==> config.mk <==
export PLATFORM = sky130hd
export DESIGN_NAME = clkctl_regs
export DESIGN_NICKNAME = d
export VERILOG_FILES = /design/src/rtl/clkctl_pkg.sv /design/src/rtl/clkctl_ctl0.sv /design/src/rtl/clkctl_ctl1.sv /design/src/rtl/clkctl_div.sv /design/src/rtl/clkctl_regs.sv
export SDC_FILE = /design/constraint.sdc
export NUM_CORES = 1
export LEC_CHECK = 0
export CAP_MARGIN = 20
export CELL_PAD_IN_SITES_DETAIL_PLACEMENT = 1
export CELL_PAD_IN_SITES_GLOBAL_PLACEMENT = 1
export CORE_ASPECT_RATIO = 0.6
export CORE_UTILIZATION = 26
export CTS_CLUSTER_DIAMETER = 80
export CTS_CLUSTER_SIZE = 25
export DETAILED_ROUTE_END_ITERATION = 8
export GPL_ROUTABILITY_DRIVEN = 1
export PLACE_DENSITY = 0.81
export RECOVER_POWER = 25
export SLEW_MARGIN = 30
export SYNTH_ARGS = -nofsm -noshare
export SYNTH_HDL_FRONTEND = slang
export SYNTH_HIERARCHICAL = 1
export SYNTH_SLANG_ARGS = --single-unit
==> constraint.sdc <==
create_clock -name clk -period 1.3 [get_ports clk]
set_input_delay 0.13 -clock clk [delete_from_list [all_inputs] [get_ports clk]]
set_output_delay 0.13 -clock clk [all_outputs]
set_load 0.01 [all_outputs]
==> src/rtl/clkctl_pkg.sv <==
// Package: clkctl_pkg
// Shared bus map, reset values and bit positions for the clock control
// registers. Bit positions are fixed because the clock tree decodes them.
package clkctl_pkg;
    localparam int          BUS_W      = 8;
    localparam logic [7:0]  CTL0_RESET = 8'h08;
    localparam logic [7:0]  CTL1_RESET = 8'h20;
    localparam int          DIV_WIDTH  = 4;
    localparam logic [3:0]  DIV_BY8    = 4'h3;

    // register 0 bit positions
    localparam int C0_WAITSTOP = 2;
    localparam int C0_SUBDRV   = 3;
    localparam int C0_SUBEN    = 4;
    localparam int C0_MAINOFF  = 5;
    localparam int C0_WDT      = 6;
    localparam int C0_SYSSEL   = 7;
    // register 1 bit positions
    localparam int C1_ALLOFF   = 0;
    localparam int C1_MAINDRV  = 5;
endpackage

==> src/rtl/clkctl_ctl0.sv <==
// Module: clkctl_ctl0
// First clock control register. It applies the sticky watchdog bit, the
// forced sub-drive bit on stop entry and the guarded clock-source switch.
// Assumes wr_en already includes the write-guard check.
module clkctl_ctl0
    import clkctl_pkg::*;
(
    input  logic             clk,
    input  logic             rst_n,
    input  logic             wr_en,
    input  logic [BUS_W-1:0] wdata,
    input  logic             stop_evt,
    input  logic             sub_stable,
    input  logic             main_stable,
    output logic [BUS_W-1:0] q
);
    logic [BUS_W-1:0] nxt;

    // Next value: software fields, sticky bit, switch guard, stop force
    always_comb begin
        nxt = q;
        if (wr_en) begin
            nxt[C0_MAINOFF:0] = wdata[C0_MAINOFF:0];
            nxt[C0_WDT]       = q[C0_WDT] | wdata[C0_WDT];
            if (wdata[C0_SYSSEL] && !q[C0_SYSSEL])
                nxt[C0_SYSSEL] = q[C0_SUBEN] & sub_stable;
            else if (!wdata[C0_SYSSEL] && q[C0_SYSSEL])
                nxt[C0_SYSSEL] = ~(~q[C0_MAINOFF] & main_stable);
        end
        if (stop_evt)
            nxt[C0_SUBDRV] = 1'b1;
    end

    // Register update with synchronous reset
    always_ff @(posedge clk) begin
        if (!rst_n) q <= CTL0_RESET;
        else        q <= nxt;
    end

    p_wdt_sticky_r5: assert property (@(posedge clk) disable iff (!rst_n)
        $past(rst_n) && $past(q[C0_WDT]) |-> q[C0_WDT]);
    p_to_sub_guard_r9: assert property (@(posedge clk) disable iff (!rst_n)
        $past(rst_n) && $rose(q[C0_SYSSEL]) |-> $past(q[C0_SUBEN]) && $past(sub_stable));
    p_to_main_guard_r10: assert property (@(posedge clk) disable iff (!rst_n)
        $past(rst_n) && $fell(q[C0_SYSSEL]) |-> !$past(q[C0_MAINOFF]) && $past(main_stable));
    p_sub_drive_r6: assert property (@(posedge clk) disable iff (!rst_n)
        $past(rst_n) && $past(stop_evt) |-> q[C0_SUBDRV]);
    p_hold_r2: assert property (@(posedge clk) disable iff (!rst_n)
        $past(rst_n) && !$past(wr_en) && !$past(stop_evt) |-> $stable(q));
endmodule

==> src/rtl/clkctl_ctl1.sv <==
// Module: clkctl_ctl1
// Second clock control register. It stores only the all-clocks-off bit and
// the main-drive bit, and forces main drive high on stop entry from fast
// modes. Assumes wr_en already includes the write-guard check.
module clkctl_ctl1
    import clkctl_pkg::*;
(
    input  logic             clk,
    input  logic             rst_n,
    input  logic             wr_en,
    input  logic [BUS_W-1:0] wdata,
    input  logic             stop_evt,
    input  logic             slow_mode,
    output logic [BUS_W-1:0] q
);
    logic alloff_q;
    logic maindrv_q;

    // All-clocks-off bit: software only
    always_ff @(posedge clk) begin
        if (!rst_n)     alloff_q <= CTL1_RESET[C1_ALLOFF];
        else if (wr_en) alloff_q <= wdata[C1_ALLOFF];
    end

    // Main-drive bit: stop entry from a fast mode wins over software
    always_ff @(posedge clk) begin
        if (!rst_n)                    maindrv_q <= CTL1_RESET[C1_MAINDRV];
        else if (stop_evt && !slow_mode) maindrv_q <= 1'b1;
        else if (wr_en)                maindrv_q <= wdata[C1_MAINDRV];
    end

    // Assemble the visible byte with reserved bits at zero
    always_comb begin
        q             = '0;
        q[C1_ALLOFF]  = alloff_q;
        q[C1_MAINDRV] = maindrv_q;
    end

    p_main_drive_r7: assert property (@(posedge clk) disable iff (!rst_n)
        $past(rst_n) && $past(stop_evt) && !$past(slow_mode) |-> maindrv_q);
    p_main_drive_keep_r7: assert property (@(posedge clk) disable iff (!rst_n)
        $past(rst_n) && $past(stop_evt) && $past(slow_mode) && !$past(wr_en) |-> $stable(maindrv_q));
endmodule

==> src/rtl/clkctl_div.sv <==
// Module: clkctl_div
// Main clock divider code register. While the main clock is stopped it is
// held at the forced code, and software writes are dropped.
module clkctl_div #(
    parameter int               DIV_W      = 4,
    parameter logic [DIV_W-1:0] FORCE_CODE = 3,
    parameter logic [DIV_W-1:0] RESET_CODE = 3
) (
    input  logic             clk,
    input  logic             rst_n,
    input  logic             wr_en,
    input  logic [DIV_W-1:0] wdata,
    input  logic             main_stopped,
    output logic [DIV_W-1:0] code
);
    // Forced code has priority over a software write
    always_ff @(posedge clk) begin
        if (!rst_n)            code <= RESET_CODE;
        else if (main_stopped) code <= FORCE_CODE;
        else if (wr_en)        code <= wdata;
    end

    p_div_forced_r8: assert property (@(posedge clk) disable iff (!rst_n)
        $past(rst_n) && $past(main_stopped) |-> code == FORCE_CODE);
endmodule

==> src/rtl/clkctl_regs.sv <==
// Module: clkctl_regs (top)
// Byte-bus register block for system clock control. It decodes addresses,
// holds the write-guard bit, muxes read data combinationally and brings the
// control bits out as levels. Assumes at most one bus write per cycle.
module clkctl_regs
    import clkctl_pkg::*;
#(
    parameter logic [7:0] ADDR_CTL0  = 8'h06,
    parameter logic [7:0] ADDR_CTL1  = 8'h07,
    parameter logic [7:0] ADDR_GUARD = 8'h0A,
    parameter logic [7:0] ADDR_DIV   = 8'h0C,
    parameter int         DIV_W      = DIV_WIDTH
) (
    input  logic             clk,
    input  logic             rst_n,
    input  logic [7:0]       bus_addr,
    input  logic             bus_wr,
    input  logic [7:0]       bus_wdata,
    output logic [7:0]       bus_rdata,
    input  logic             stop_entry,
    input  logic             slow_mode_at_stop,
    input  logic             sub_osc_stable,
    input  logic             main_osc_stable,
    output logic [3:0]       clkout_mode,
    output logic             wait_periph_stop,
    output logic             sub_drive_high,
    output logic             sub_osc_enable,
    output logic             main_osc_off,
    output logic             wdt_reset_mode,
    output logic             sysclk_from_sub,
    output logic             all_clocks_off,
    output logic             main_drive_high,
    output logic [DIV_W-1:0] main_div_code
);
    localparam int DIV_PAD = BUS_W - DIV_W;
    localparam int N_SRC   = 4;

    logic             guard_q;
    logic [BUS_W-1:0] ctl0_q;
    logic [BUS_W-1:0] ctl1_q;
    logic             we_ctl0, we_ctl1, we_guard, we_div;

    // Write strobes: control registers also need the guard bit
    always_comb begin
        we_ctl0  = bus_wr && (bus_addr == ADDR_CTL0) && guard_q;
        we_ctl1  = bus_wr && (bus_addr == ADDR_CTL1) && guard_q;
        we_guard = bus_wr && (bus_addr == ADDR_GUARD);
        we_div   = bus_wr && (bus_addr == ADDR_DIV);
    end

    // Guard register: only bit 0 is stored
    always_ff @(posedge clk) begin
        if (!rst_n)        guard_q <= 1'b0;
        else if (we_guard) guard_q <= bus_wdata[0];
    end

    clkctl_ctl0 u_ctl0 (
        .clk         (clk),
        .rst_n       (rst_n),
        .wr_en       (we_ctl0),
        .wdata       (bus_wdata),
        .stop_evt    (stop_entry),
        .sub_stable  (sub_osc_stable),
        .main_stable (main_osc_stable),
        .q           (ctl0_q)
    );

    clkctl_ctl1 u_ctl1 (
        .clk       (clk),
        .rst_n     (rst_n),
        .wr_en     (we_ctl1),
        .wdata     (bus_wdata),
        .stop_evt  (stop_entry),
        .slow_mode (slow_mode_at_stop),
        .q         (ctl1_q)
    );

    clkctl_div #(
        .DIV_W      (DIV_W),
        .FORCE_CODE (DIV_W'(DIV_BY8)),
        .RESET_CODE (DIV_W'(DIV_BY8))
    ) u_div (
        .clk          (clk),
        .rst_n        (rst_n),
        .wr_en        (we_div),
        .wdata        (bus_wdata[DIV_W-1:0]),
        .main_stopped (ctl0_q[C0_MAINOFF] | ctl1_q[C1_ALLOFF]),
        .code         (main_div_code)
    );

    // One-hot decode of the clock-output source field
    for (genvar i = 0; i < N_SRC; i++) begin : g_clkout
        assign clkout_mode[i] = (ctl0_q[1:0] == 2'(i));
    end

    // Level outputs taken from the stored bits
    always_comb begin
        wait_periph_stop = ctl0_q[C0_WAITSTOP];
        sub_drive_high   = ctl0_q[C0_SUBDRV];
        sub_osc_enable   = ctl0_q[C0_SUBEN];
        main_osc_off     = ctl0_q[C0_MAINOFF];
        wdt_reset_mode   = ctl0_q[C0_WDT];
        sysclk_from_sub  = ctl0_q[C0_SYSSEL];
        all_clocks_off   = ctl1_q[C1_ALLOFF];
        main_drive_high  = ctl1_q[C1_MAINDRV];
    end

    // Combinational read mux, zero for unmapped addresses
    always_comb begin
        if (bus_addr == ADDR_CTL0)       bus_rdata = ctl0_q;
        else if (bus_addr == ADDR_CTL1)  bus_rdata = ctl1_q;
        else if (bus_addr == ADDR_GUARD) bus_rdata = {7'b0, guard_q};
        else if (bus_addr == ADDR_DIV)   bus_rdata = {{DIV_PAD{1'b0}}, main_div_code};
        else                             bus_rdata = '0;
    end

    p_clkout_onehot_r3: assert property (@(posedge clk) disable iff (!rst_n)
        $onehot(clkout_mode));
    p_guard_block_r2: assert property (@(posedge clk) disable iff (!rst_n)
        $past(rst_n) && $past(bus_wr && bus_addr == ADDR_CTL1 && !guard_q)
        && !$past(stop_entry) |-> $stable(ctl1_q));
endmodule

Word level (Yosys, flattened, before mapping)

Cells that the tools add are included.
W data, S select, Z words.

Bits in registers: 15
Latch bits: 0
Memory bits (writable): 0
Memory bits (read-only): 0
Input bits: 23
Output and inout bits: 24
Word-level logic and storage cells: 45
Memories: 0

$add $sub $neg: 0
$mul: 0
Div/mod/pow operators: 0
Magnitude comparators: 0
Equality and inequality tests: 7
Shift operators: 0
Muxes and demuxes: 6
Bitwise logic cells: 7
Reduce and logical (&&, ||, !) cells: 18

Operators with widths:

| kind                 | count |
|---|---|
| $eq A8 B3 Y1 const B | 2 |
| $eq A8 B4 Y1 const B | 2 |
| $logic_and A1 B1 Y1  | 9 |
| $mux W4              | 2 |
| $mux W8              | 1 |
| $mux W6              | 1 |
| $reduce_or A2 Y1     | 3 |
| $eq A2 B2 Y1 const B | 2 |
| $logic_not A1 Y1     | 3 |
| $not A1 Y1           | 3 |
| $and A1 B1 Y1        | 2 |
| $eq A2 B1 Y1 const B | 1 |
| $logic_not A2 Y1     | 1 |
| $mux W1              | 2 |
| $or A1 B1 Y1         | 2 |
| $reduce_and A2 Y1    | 1 |
| $reduce_bool A2 Y1   | 1 |

Depth between registers and ports, before layout

Word-level depth: 5
Mapped depth: 6
Depth with buffers taken out: 5

Hierarchy

The synthesis kept the hierarchy.

By module, submodules not included:

| module      | instances | cells each | area each (µm²) | sequential area each (µm²) |
|---|---|---|---|---|
| clkctl_ctl0 | 1         | 31         | 350.3           | 160.2 |
| clkctl_regs | 1         | 49         | 349.1           | 20.0 |
| clkctl_div  | 1         | 15         | 152.6           | 80.1 |
| clkctl_ctl1 | 1         | 16         | 141.4           | 40.0 |

Least setup slack after synthesis

No wires, ideal clock.

Kind: input-to-reg
Start point: input port bus_addr[5]
End point: register u_ctl1.maindrv_q
Library setup time: 122 ps
Arrival time: 1149 ps
Data required time: 1178 ps
Path slack: 29 ps
Stages on the path: 6
Path buffers: 1
Cell sequence: nor4_4 buf_6 nand2_1 nor2_1 mux2i_1 nand3_1

Longest elaborated chain between the ends: 3

Ends and longest elaborated chain:

| what                              | RTL line          | source |
|---|---|---|
| start, declared                   | clkctl_regs.sv:16 | `input logic [7:0] bus_addr,` |
| $eq A8 B3 Y1                      | clkctl_regs.sv:46 | `we_ctl1 = bus_wr && (bus_addr == ADDR_CTL1) && guard_q;` |
| $logic_and A1 B1 Y1 (2 in series) | clkctl_regs.sv:46 |  |
| net we_ctl1                       | clkctl_regs.sv:41 | `logic we_ctl0, we_ctl1, we_guard, we_div;` |
| end signal, assigned              | clkctl_ctl1.sv:27 | `if (!rst_n) maindrv_q <= CTL1_RESET[C1_MAINDRV];` |
| end signal, assigned              | clkctl_ctl1.sv:29 | `else if (wr_en) maindrv_q <= wdata[C1_MAINDRV];` |
| end, declared                     | clkctl_ctl1.sv:17 | `logic maindrv_q;` |

The timed path passes the listed nets, and every way through them passes these cells.
A chain may end at the register's enable or synchronous reset.

Worst setup path after layout

Start point: input port bus_addr[4]
End point: output port bus_rdata[1]

Longest elaborated chain between the ends: 5
Elaborated cells on any way between the ends: 8
Those cells by class: 4 x eq/ne; 4 x mux

Ends and longest elaborated chain:

| what          | RTL line           | source |
|---|---|---|
| $eq A8 B4 Y1  | clkctl_regs.sv:113 | `else if (bus_addr == ADDR_DIV) bus_rdata = {{DIV_PAD{1'b0}}, main_div_code};` |
| $mux W4       | clkctl_regs.sv:113 |  |
| $mux W4       | clkctl_regs.sv:112 | `else if (bus_addr == ADDR_GUARD) bus_rdata = {7'b0, guard_q};` |
| $mux W6       | clkctl_regs.sv:111 | `else if (bus_addr == ADDR_CTL1) bus_rdata = ctl1_q;` |
| $mux W8 *     | clkctl_regs.sv:110 | `if (bus_addr == ADDR_CTL0) bus_rdata = ctl0_q;` |
| end, declared | clkctl_regs.sv:19  | `output logic [7:0] bus_rdata,` |

Every way passes the cells marked *; elsewhere a longest branch is shown, timed or not.

==> results.txt <==
The initial detailed-routing violation count is 9. The signal on the critical path passes through buf_6 > nor4_4 > buf_6 > nand3b_1 > buf_6 > a2bb2oi_2 > buf_2. The die outline area is roughly 4100 µm². The met1 demand-to-capacity share in global routing came out at 0.216.

The total global routing overflow is 0. The clock transition time at the flip-flop clock pins of the worst setup and hold paths is about 50 ps. The number of register bits inferred by synthesis is 15.

The worst hold slack came out at between 500 and 600 ps. The tightest min-delay check is of the input port to flip-flop type. After the flow finishes, the layout carries non-filler instances totaling 233. The pre-antenna-repair detailed-routing pass consisted of 4 iterations. The number of hold-repair buffers added at the cts stage came out at 0.

The starting utilization of the core area came out at 0.289. In this run, placement finished with an instance count of 215. The wire length of the first global-routing pass came out at 5.77 mm. In the post-synthesis netlist, the biggest area contributors are dfxtp_1 (30%), mux2i_1 (18%), nor2b_1 (8.2%), buf_4 (6.0%), nand3_1 (4.0%). The async set-reset flop share out of synthesis came out at 0. The clock arrives with 6.10 ps of skew.

The number of antenna violations at the first check in global routing came to 0. The area of all placed cells without fillers came out at 1820 µm². The final weighted congestion in routability-driven placement came out at 0.831.

The H-tree depth is 1. The area taken by flip-flops and latches came out at 302 µm². The multi-input logic area came out at 694 µm². The netlist area before placement is 993 µm². The largest net degree at the start of global routing is 16. The final hold violation count is 0. The data required time at the worst endpoint came out at 1170 ps.

The detailed-route vias per instance came out at between 4 and 5. The fraction of layout instances using a drive strength above 1 came out at 0.372. The later pin in the worst-skew pair is clocked with a latency of between 200 and 250 ps. The top cell type's share of synthesized area came out at 0.302. The routed design has 3.61 mm of wire. The met2 track utilization from global routing came out at 0.368. The portion of the post-synthesis area used by sequential elements is 0.302.

The worst slack at placement is -769 ps. The initialized floorplan defines 16 standard-cell rows. Counting stages on the worst path, the most repeated cell is buf_6. The clock tree root driver cell is clkbuf_8. The delay of the slowest critical-path stage came out at 300 ps.

The number of buffers created by CTS came out at 3. The maximum operating frequency is 716 MHz. The placement-stage cell area came out at 1600 µm². The post-layout worst setup margin is -95.9 ps. The final total negative setup slack is -879 ps.

The number of nets with antenna violations after detailed routing came out at 0. The type of origin of the critical path is an input port. The run finished, with violations left.

The part of the cycle the worst path needs is 1.07. The maximum count of clock buffers along a single path came out at 2. The core area came out at 3440 µm². For met3 alone, demand over resource in global routing was 0.0333. The synthesis warning total is 6. The maximum fanout count along the critical path is 6. The number of remaining DRC errors is 0. The worst setup path is of the input port to output port kind. Of all cell types, the one taking the most synthesized area is dfxtp_1. The clock tree from TritonCTS is built.

The layer flagged by global routing as most heavily used is met2. The number of vias after detailed routing is about 1100. For this run, the share of the core covered by cells in the final layout is 0.529.

The number of violations of the max-capacitance limit came out at 0. The port buffer count is 46. The overall power after layout is 1.02 mW. The checks that failed: negative setup slack. The power density over the cells is about 560 nW/µm². The final-report max-slew violation count was 0. The number of instances in the synthesized netlist is approximately 110. The maximum vdd ir drop came out at 0.000432 V. The top-level I/O count came out at 47. The total number of nets in the final design came out at around 210.

The count of antenna diodes in the layout is 0. The arrival time at the worst endpoint is 1270 ps. The detailed-placement wirelength estimate is 2.66 mm. The die extent in x came out at about 82 µm. In the post-synthesis netlist, the cell with the most instances is mux2i_1. For this run, the total global-route usage over all layers was measured as 0.188. The area growth from synthesis to layout is 83.2%.

Setup violations remaining at the end of the flow were counted as 12. The minimum clock period after layout is around 1400 ps. Each instance of the synthesized netlist takes up on average 8.95 µm². After synthesis, the most frequently instantiated cells are mux2i_1 (18), dfxtp_1 (15), nor2b_1 (13). The clock sink count is 15.

The number of global-route vias before repair came out at 1227. The cell with the biggest individual delay on the critical path is nor4_4. The number of synthesized flops with an enable pin is 0. The number of fillers in the final layout is 410. Setup repair after global routing could not meet its margin everywhere.

Among all flip-flop cells after synthesis, the most frequent one is dfxtp_1. The worst setup path is captured at an output port. The average detailed-routed wire length per instance is 15.5 µm.

The die extent in y is 49.9 µm. For this design the static power due to leakage is 0.786 nW. The number of unique standard cell types used by synthesis is 29.
-- layer usage --
layer  share of wire  vias to the layer above
li1                -                      525
met1            0.44                      530
met2            0.52                       34
met3           0.045                        2
met4          0.0022                        0
met5               0                        -
-- power by group --
| group | internal [mW] | switching, mW | leakage, nW |
|---|---|---|---|
| clock | 0.217 | 0.155 | 0.0228 |
| sequential | 0.460 | 0.000159 | 0.121 |
| combinational | 0.116 | 0.0754 | 0.642 |
| total | 0.793 | 0.230 | 0.786 |
-- worst max-delay path: cells and delay by family --
| family | cells | cell delay, ps |
|---|---|---|
| buffers and inverters | 4 | 570 |
| AOI/OAI and AO/OA | 1 | 130 |
| and+or+nand+nor | 2 | 440 |
-- registers in the layout, summed over array words and instances, names as in the netlist --
name / cells
u_ctl0/q: 8
u_div/code: 4
guard_q: 1
u_ctl1/alloff_q: 1
u_ctl1/maindrv_q: 1
-- final timing paths --
path,from,endpoint,slack (ps),cells after the start
max,bus_addr[4],bus_rdata[1],-100,7
min,slow_mode_at_stop,u_ctl1/maindrv_q,530,3
max reg2reg,guard_q,u_ctl0/q[5],70,6
min reg2reg,u_ctl0/q[7],u_ctl0/q[7],530,2
-- timing repair --
action	4_1_cts	5_1_grt
pin swaps	5	3
buffers inserted	12	3
endpoints found under the setup margin	37	21
gates resized for setup	82	20
-- final cells by class --
| class | count | area share |
|---|---|---|
| Inverter | 1 | 0.00206 |
| Tap cell | 45 | 0.0309 |
| Multi-Input combinational cell | 88 | 0.381 |
| Clock buffer | 4 | 0.0247 |
| Sequential cell | 15 | 0.166 |
| Timing Repair Buffer | 80 | 0.395 |
-- kinds of logic after synthesis --
family          count (synthesis)  share of synthesized area
compound gates                  8                     0.0668
fa+ha+maj                       1                     0.0126
buf+inv                        13                     0.0970
flops                          15                      0.302
mux                            18                      0.181
other cells                     1                    0.00377
simple gates                   55                      0.336
-- layout by cell type, fill, tap and decap left out, drive strengths merged, types with 2 or more instances in the layout --
master         synthesis  routed
nand2                  8       8
clkdlybuf4s15          0       3
dlygate4sd2            0      16
a2bb2oi                3       3
nand3b                 3       3
buf                   11      44
a21oi                  2       2
nor2b                 13      13
dfxtp                 15      15
nand3                  8       8
clkbuf                 1       5
conb                   1       6
nor2                   9       9
nand2b                 5       5
mux2i                 18      18
and3b                  2       2
clkdlybuf4s50          0      15
(Power assumes the default switching activity.)
